<file path="src/rtl/nbr_link_mesh.sv">
module nbr_link_mesh #(
  parameter int ROWS = 3,
  parameter int COLS = 3,
  parameter int W = 18,
  localparam int N = ROWS * COLS
) (
  input  logic           clk,
  input  logic           rst,
  input  logic [N-1:0]   req,
  input  logic [N-1:0]   wr,
  input  logic [N-1:0]   fetch,
  input  logic [4*N-1:0] mask,
  input  logic [W*N-1:0] wdata,
  output logic [N-1:0]   stall,
  output logic [W*N-1:0] rdata,
  output logic [N-1:0]   rfetch
);

  function automatic logic nb_ok(int i, int p);
    int r, c;
    r = i / COLS;
    c = i % COLS;
    case (p)
      0: return r > 0;
      1: return c < COLS - 1;
      2: return r < ROWS - 1;
      default: return c > 0;
    endcase
  endfunction

  function automatic int nb_id(int i, int p);
    if (!nb_ok(i, p)) return i;
    case (p)
      0: return i - COLS;
      1: return i + 1;
      2: return i + COLS;
      default: return i - 1;
    endcase
  endfunction

  logic [N-1:0][3:0] offer, want, cand, rsel, wcand, wsel, acc;
  logic [N-1:0][W-1:0] rword;
  logic [N-1:0] rd_done, wr_done;

  always_comb begin
    for (int i = 0; i < N; i++)
      for (int p = 0; p < 4; p++) begin
        offer[i][p] = req[i] & wr[i] & mask[4*i+p] & nb_ok(i, p);
        want[i][p]  = req[i] & ~wr[i] & mask[4*i+p] & nb_ok(i, p);
      end
    for (int i = 0; i < N; i++) begin
      for (int p = 0; p < 4; p++)
        cand[i][p] = want[i][p] & offer[nb_id(i, p)][p ^ 2];
      rsel[i] = cand[i] & (~cand[i] + 4'd1);
    end
    for (int i = 0; i < N; i++) begin
      for (int p = 0; p < 4; p++)
        wcand[i][p] = offer[i][p] & rsel[nb_id(i, p)][p ^ 2];
      wsel[i] = wcand[i] & (~wcand[i] + 4'd1);
    end
    for (int i = 0; i < N; i++) begin
      rword[i] = '0;
      for (int p = 0; p < 4; p++) begin
        acc[i][p] = rsel[i][p] & wsel[nb_id(i, p)][p ^ 2];
        if (acc[i][p]) rword[i] = wdata[nb_id(i, p)*W +: W];
      end
      rd_done[i] = |acc[i];
      wr_done[i] = |wsel[i];
    end
  end

  assign stall = req & ~(rd_done | wr_done) & {N{~rst}};

  always_ff @(posedge clk) begin
    if (rst) begin
      rdata  <= '0;
      rfetch <= '0;
    end else begin
      for (int i = 0; i < N; i++)
        if (rd_done[i]) begin
          rdata[i*W +: W] <= rword[i];
          rfetch[i]       <= fetch[i];
        end
    end
  end

  p_balance_r3: assert property (@(posedge clk) disable iff (rst)
    $countones(rd_done) == $countones(wr_done));

  p_reset_clear_r8: assert property (@(posedge clk)
    rst |=> (rdata == '0 && rfetch == '0));

  for (genvar g = 0; g < N; g++) begin : g_chk
    p_rdata_hold_r3: assert property (@(posedge clk) disable iff (rst)
      !rd_done[g] |=> $stable(rdata[g*W +: W]));
    for (genvar q = 0; q < 4; q++) begin : g_port
      p_write_pairs_r2: assert property (@(posedge clk) disable iff (rst)
        wsel[g][q] |-> rd_done[nb_id(g, q)]);
      p_link_dead_r7: assert property (@(posedge clk) disable iff (rst)
        (offer[g][q] && offer[nb_id(g, q)][q ^ 2]) |-> !wsel[g][q]);
    end
  end

endmodule

</file>
<file path="config.mk">
export PLATFORM = sky130hd
export DESIGN_NAME = nbr_link_mesh
export DESIGN_NICKNAME = d
export VERILOG_FILES = /design/src/rtl/nbr_link_mesh.sv
export SDC_FILE = /design/constraint.sdc
export NUM_CORES = 1
export LEC_CHECK = 0
export ABC_AREA = 1
export BUFFER_PORTS_ARGS = -buffer_cell sky130_fd_sc_hd__buf_2
export CAP_MARGIN = 20
export CORE_MARGIN = 8
export CORE_UTILIZATION = 39
export CTS_CLUSTER_DIAMETER = 150
export DETAILED_ROUTE_END_ITERATION = 8
export GPL_ROUTABILITY_DRIVEN = 0
export PLACE_DENSITY = 0.68
export SYNTH_ARGS = -nofsm -noshare
export SYNTH_HDL_FRONTEND = slang
export SYNTH_SLANG_ARGS = --single-unit
</file>
<file path="constraint.sdc">
create_clock -name clk -period 4.4 [get_ports clk]
set_input_delay 0.88 -clock clk [delete_from_list [all_inputs] [get_ports clk]]
set_output_delay 0.88 -clock clk [all_outputs]
set_load 0.02 [all_outputs]
</file>
==> impl_metrics.csv, run 1 <==
group,metric,value,unit
synthesis,syn_avg_cell_area,6.267,µm²
global_route,grt_pass1_wl,63740,µm
sta,maxSlewViolCount,0,
clock_tree,worstSkewPairLatency,0.42,ns
drt,remaining_drc_errors,0,
power_and_ir_drop,peakVddDrop,0.2491,mV
die,die_area,29360,µm²
final_layout,multi_input_area,4991,µm²
global_route,grt-ovfl-total,0,
power_and_ir_drop,powerDensity,300.2,nW/µm²
clock_tree,cts_setup_buffers,0,
drt,first_pass_iters,6,
place,io_buffers,394,
final_layout,final_nets,2077,
drt,routed_wl,43920,µm
drt,antenna_left,0,
critical_path,crit_buf_inv,6,
global_route,grt_pass1_vias,10970,
die,fp.coreArea,24030,µm²
power_and_ir_drop,p_leak,0.005835,µW
critical_path,critPathArrivalTime,2.89,ns
die,die_w,171.4,µm
sta,rsz0062_at_grt,"no",
run_status,status,"completed",
clock_tree,cts_tree,"done",
sta,period_share,0.8565,
critical_path,cpPeakStageDelay,0.34,ns
clock_tree,htreeDepth,4,
synthesis,yosysWarnings,0,
hold_path,min_path_type,"flop to flop",
clock_tree,root_buffer,"clkbuf_16",
final_layout,n_fill_cell,2529,
drt,via_per_inst,5.267,
final_layout,seq_area,3423,µm²
critical_path,worstPathMaxFanout,20,
sta,slew_headroom,0.3213,
synthesis,yosysSeqAreaShare,0.3637,
synthesis,synth_seq_cells,171,
final_layout,drive_gt1_frac,0.2662,
place,place_area,11510,µm²
sta,setup_viol,0,
final_layout,post-route-cell-area,12160,µm²
critical_path,cp-start-kind,"input port",
synthesis,yosysUniqueCellTypes,30,
clock_tree,clockBufferDepth,2,
clock_tree,path_clk_slew,0.07,ns
critical_path,path_cells,"buf_2 -> inv_1 -> nor2_1 -> nand3_1 -> inv_2 -> nor2_1 -> buf_4 -> nor2_1 -> buf_4 -> nand3_1 -> nor3_1 -> buf_2",
sta,fin_skew,0,ns
sta,whs,0.4713,ns
clock_tree,numCtsBuffers,17,
place,hpwl,33670,µm
drt,num_vias,11600,
critical_path,crit_top_cell,"nor2_1",
die,initial_core_util,0.3916,
sta,finalCriticalPeriod,3.769,ns
critical_path,critical_path_class,"input port to output pin",
sta,worstMarginPinSlew,1.018,ns
die,io_pins,407,
global_route,grt_max_degree,93,
synthesis,synthesis.nets,1729,
synthesis,synth_area,9413,µm²
sta,max_freq,0.2653,GHz
final_layout,syn_to_final_growth,29.15,%
critical_path,path_delay_family,"buffers and inverters",
job,drv_cap,0,
clock_tree,cts_resized,0,
clock_tree,cts.sinks,171,
die,die_h,171.4,µm
sta,tns,0,ns
critical_path,crit_required,3.52,ns
die,rows,57,
drt,detailedRoute.firstIterationViolations,1222,
critical_path,cp_slowest_cell,"inv_2",
synthesis,syn_inst,1502,
clock_tree,cts_hold_buf,0,
sta,finalHoldViolCount,0,
critical_path,crit_path_end_kind,"output pin",
global_route,antenna_found_initial,19,
drt,wl_per_cell,19.94,µm
global_route,grtUsageTotal,0.2847,
==> state kept, by name, indices dropped and copies added, names as in the netlist <==
register  cells
rfetch        9
rdata       162
==> layer usage <==
layer,GRT usage,routed length [µm]
met1,0.3137,16120
met2,0.5042,21740
met3,0.08263,4409
met4,0.1210,1557
met5,0,92
==> cell families after synthesis <==
family                 count (synthesis)  synth area share
and+or+nand+nor                      904            0.4117
AOI/OAI and AO/OA                    199            0.1180
DFF                                  171            0.3637
buffers and inverters                228            0.1066
==> power breakdown <==
group / leakage (µW) / switching [µW] / internal, µW
combinational: 0.00415 / 296 / 154
clock: 0.000302 / 765 / 836
sequential: 0.00138 / 18.9 / 1580
==> final timing paths <==
kind | from | to | slack [ns] | depth (start not counted)
max | req[2] | stall[8] | 0.63 | 12
min | rfetch[7] | rfetch[7] | 0.47 | 2
max reg2reg | rdata[17] | rdata[17] | 3.70 | 2
min reg2reg | rfetch[7] | rfetch[7] | 0.47 | 2
==> placed cells by master (no fill, tap or decap), drive strengths merged <==
| cell | Yosys | layout |
|---|---|---|
| a21oi | 70 | 70 |
| a31oi | 73 | 73 |
| buf | 55 | 420 |
| bufinv | 0 | 1 |
| clkbuf | 36 | 18 |
| clkinv | 5 | 9 |
| dfxtp | 171 | 171 |
| diode | 0 | 16 |
| inv | 132 | 141 |
| nand2 | 516 | 516 |
| nand3 | 170 | 170 |
| nand3b | 1 | 1 |
| nand4 | 39 | 39 |
| nor2 | 160 | 160 |
| nor3 | 16 | 16 |
| nor4 | 2 | 2 |
| o21ai | 52 | 52 |
| o221ai | 3 | 3 |
| o22ai | 1 | 1 |
==> final cells by class <==
type                       instances  area share
clock inverter                    14     0.01389
sequential                       171      0.2816
clock buffer                      18     0.03613
antenna                           16    0.003294
multi-input combinational       1103      0.4106
inverter                         137     0.04240
tap                              324     0.03335
timing repair buffer             420      0.1788
==> worst min-delay path: cells and delay by family, from the launching register on <==
kind	cells	cell delay (ns)
flops	1	0.32
simple gates	1	0.06
compound gates	1	0.05
==> Yosys cell counts <==
library cell  count  share of area
buf_6             7         0.0084
a21oi_4           1         0.0017
inv_2            11         0.0044
buf_2            33          0.018
nand3b_1          1        0.00080
clkbuf_1         36          0.014
o21ai_0          42          0.022
o22ai_1           1        0.00067
nor2_4            8         0.0096
nand3_4           1         0.0019
clkinv_1          4         0.0016
o21ai_1          10         0.0053
nor2_2            7         0.0047
inv_1           121          0.048
nor3_2            1         0.0011
buf_4            14          0.011
nand4_1          39          0.026
nand3_1         163          0.087
nor2_1          145          0.058
a31oi_1          73          0.049
o221ai_1          3         0.0028
dfxtp_1         171           0.36
nand2_1         509           0.20
a21oi_1          69          0.037
nand2_2           7         0.0047
nor3_1           15         0.0080
nor4_1            2         0.0013
buf_1             1        0.00040
clkinv_2          1        0.00053
nand3_2           6         0.0064
==> stage by stage <==
stage / worst slack (ns) / util / cells / total power (µW)
2_1_floorplan: 1.136 / - / 1502 / 1834
3_3_place_gp: 0.6200 / 0.4784 / 2154 / 2077
3_5_place_dp: 0.6352 / 0.4788 / 2155 / 2081
4_1_cts: 0.6274 / 0.5041 / 2187 / 3666
5_1_grt: 0.4848 / 0.5050 / 2195 / 3778
6_report: 0.6313 / 0.5058 / 2203 / 3650
No activity file was read; power rests on OpenSTA's default activity.
==> run 2, diff against run 1 <==
Settings changed: ABC_CLOCK_PERIOD_IN_PS set to 4400, GPL_TIMING_DRIVEN set to 0.
==> impl_metrics.csv, run 2 (synthesis results as in run 1) <==
group,metric,value,unit
die,die_h,171.4,µm
sta,worstMarginPinSlew,0.9197,ns
place,hpwl,38070,µm
final_layout,post-route-cell-area,12390,µm²
final_layout,reg_top3,"rdata (162), rfetch (9)",
drt,detailedRoute.firstIterationViolations,1144,
place,place_area,11790,µm²
power_and_ir_drop,powerDensity,290.3,nW/µm²
drt,antenna_left,0,
clock_tree,clockBufferDepth,2,
clock_tree,cts_resized,0,
die,fp.coreArea,24030,µm²
critical_path,path_cells,"buf_2 -> inv_1 -> nor2_2 -> nand2_1 -> nand3_2 -> inv_2 -> nor2_1 -> buf_2 -> nand3_1 -> nor3_1 -> buf_2",
global_route,antenna_found_initial,17,
sta,rsz0062_at_grt,"no",
die,initial_core_util,0.3916,
final_layout,layout_common_cells,"nand2_1, buf_2, dfxtp_1",
global_route,grt_pass1_wl,67430,µm
drt,num_vias,12080,
die,die_area,29360,µm²
sta,period_share,0.8420,
clock_tree,numCtsBuffers,17,
critical_path,crit_top_cell,"buf_2",
drt,wl_per_cell,20.75,µm
final_layout,syn_to_final_growth,31.64,%
power_and_ir_drop,peakVddDrop,0.2085,mV
final_layout,final_nets,2141,
global_route,grtUsageTotal,0.3044,
critical_path,crit_required,3.52,ns
sta,layout_setup_ws,0.6952,ns
die,rows,57,
die,die_w,171.4,µm
die,io_pins,407,
run_status,status,"completed",
final_layout,finalNonFillerCells,2261,
final_layout,largest_reg_flops,162,
sta,maxSlewViolCount,0,
clock_tree,path_clk_slew,0.07,ns
sta,whs,0.4606,ns
global_route,grt_max_degree,19,
clock_tree,worstSkewPairLatency,0.43,ns
sta,finalHoldViolCount,0,
critical_path,cp_slowest_cell,"buf_2",
clock_tree,htreeDepth,4,
global_route,grt_pass1_vias,11500,
place,io_buffers,393,
drt,routed_wl,46920,µm
clock_tree,cts_tree,"done",
critical_path,cpPeakStageDelay,0.28,ns
critical_path,crit_path_end_kind,"output pin",
place,dp_slack,0.7332,ns
drt,remaining_drc_errors,0,
critical_path,worstPathMaxFanout,10,
clock_tree,root_buffer,"clkbuf_16",
final_layout,seq_area,3423,µm²
clock_tree,cts_setup_buffers,0,
critical_path,critical_path_class,"input port to output pin",
place,dp.cells,2219,
critical_path,reg2regPathDepth,2,
sta,max_freq,0.2699,GHz
final_layout,n_fill_cell,2561,
power_and_ir_drop,p_leak,0.005966,µW
drt,first_pass_iters,8,
final_layout,multi_input_area,4986,µm²
clock_tree,cts.sinks,171,
clock_tree,cts_hold_buf,0,
final_layout,drive_gt1_frac,0.2709,
hold_path,min_path_type,"flop to flop",
final_layout,regMostFlops,"rdata",
sta,setup_viol,0,
drt,via_per_inst,5.341,
sta,fin_skew,0,ns
global_route,grt-ovfl-total,0,
sta,tns,0,ns
hold_path,holdPathStages,2,
critical_path,critPathArrivalTime,2.82,ns
sta,slew_headroom,0.3869,
job,drv_cap,0,
critical_path,cp-start-kind,"input port",
final_layout,final_common_cell,"nand2_1",
sta,finalCriticalPeriod,3.705,ns
[run 2: worst paths after layout]
path                                start         to  slack [ns]
worst max register to register  rdata[79]  rdata[79]        3.69
worst min register to register  rfetch[7]  rfetch[7]        0.46
worst min-delay path            rfetch[7]  rfetch[7]        0.46
worst max-delay path               req[4]   stall[4]        0.70
[run 2: metal layers]
metal	up-vias	global-route usage	wire, µm
met5	-	0	108
met4	18	0.1391	1853
met3	141	0.09846	5048
met2	713	0.5309	22710
met1	5486	0.3324	17200
li1	5717	-	-
[run 2: area by class of cell]
class	instances	area share
flip-flops and latches	171	0.2763
diodes	10	0.002020
repair buffers	393	0.1587
clock inverters	15	0.01252
well taps	324	0.03272
plain buffers	91	0.03938
clock buffers	17	0.03433
inverters	137	0.04160
multi-input cells	1103	0.4024
[run 2: power by group]
group	switching (µW)	total, µW	internal, µW
Sequential	18.5	1600	1580
Combinational	319	479	160
Clock	763	1520	756
Total	1100	3600	2500
[run 2: critical path: cells and delay by family]
family / cells / cell delay, ns
simple gates: 6 / 1.06
buf+inv: 5 / 0.87
[run 2: through the flow]
stage	power, µW	util
after floorplan	1834	-
after detailed placement	2105	0.4903
final	3597	0.5155
after global routing	3706	0.5152
after CTS	3601	0.5145
after global placement	2101	0.4903
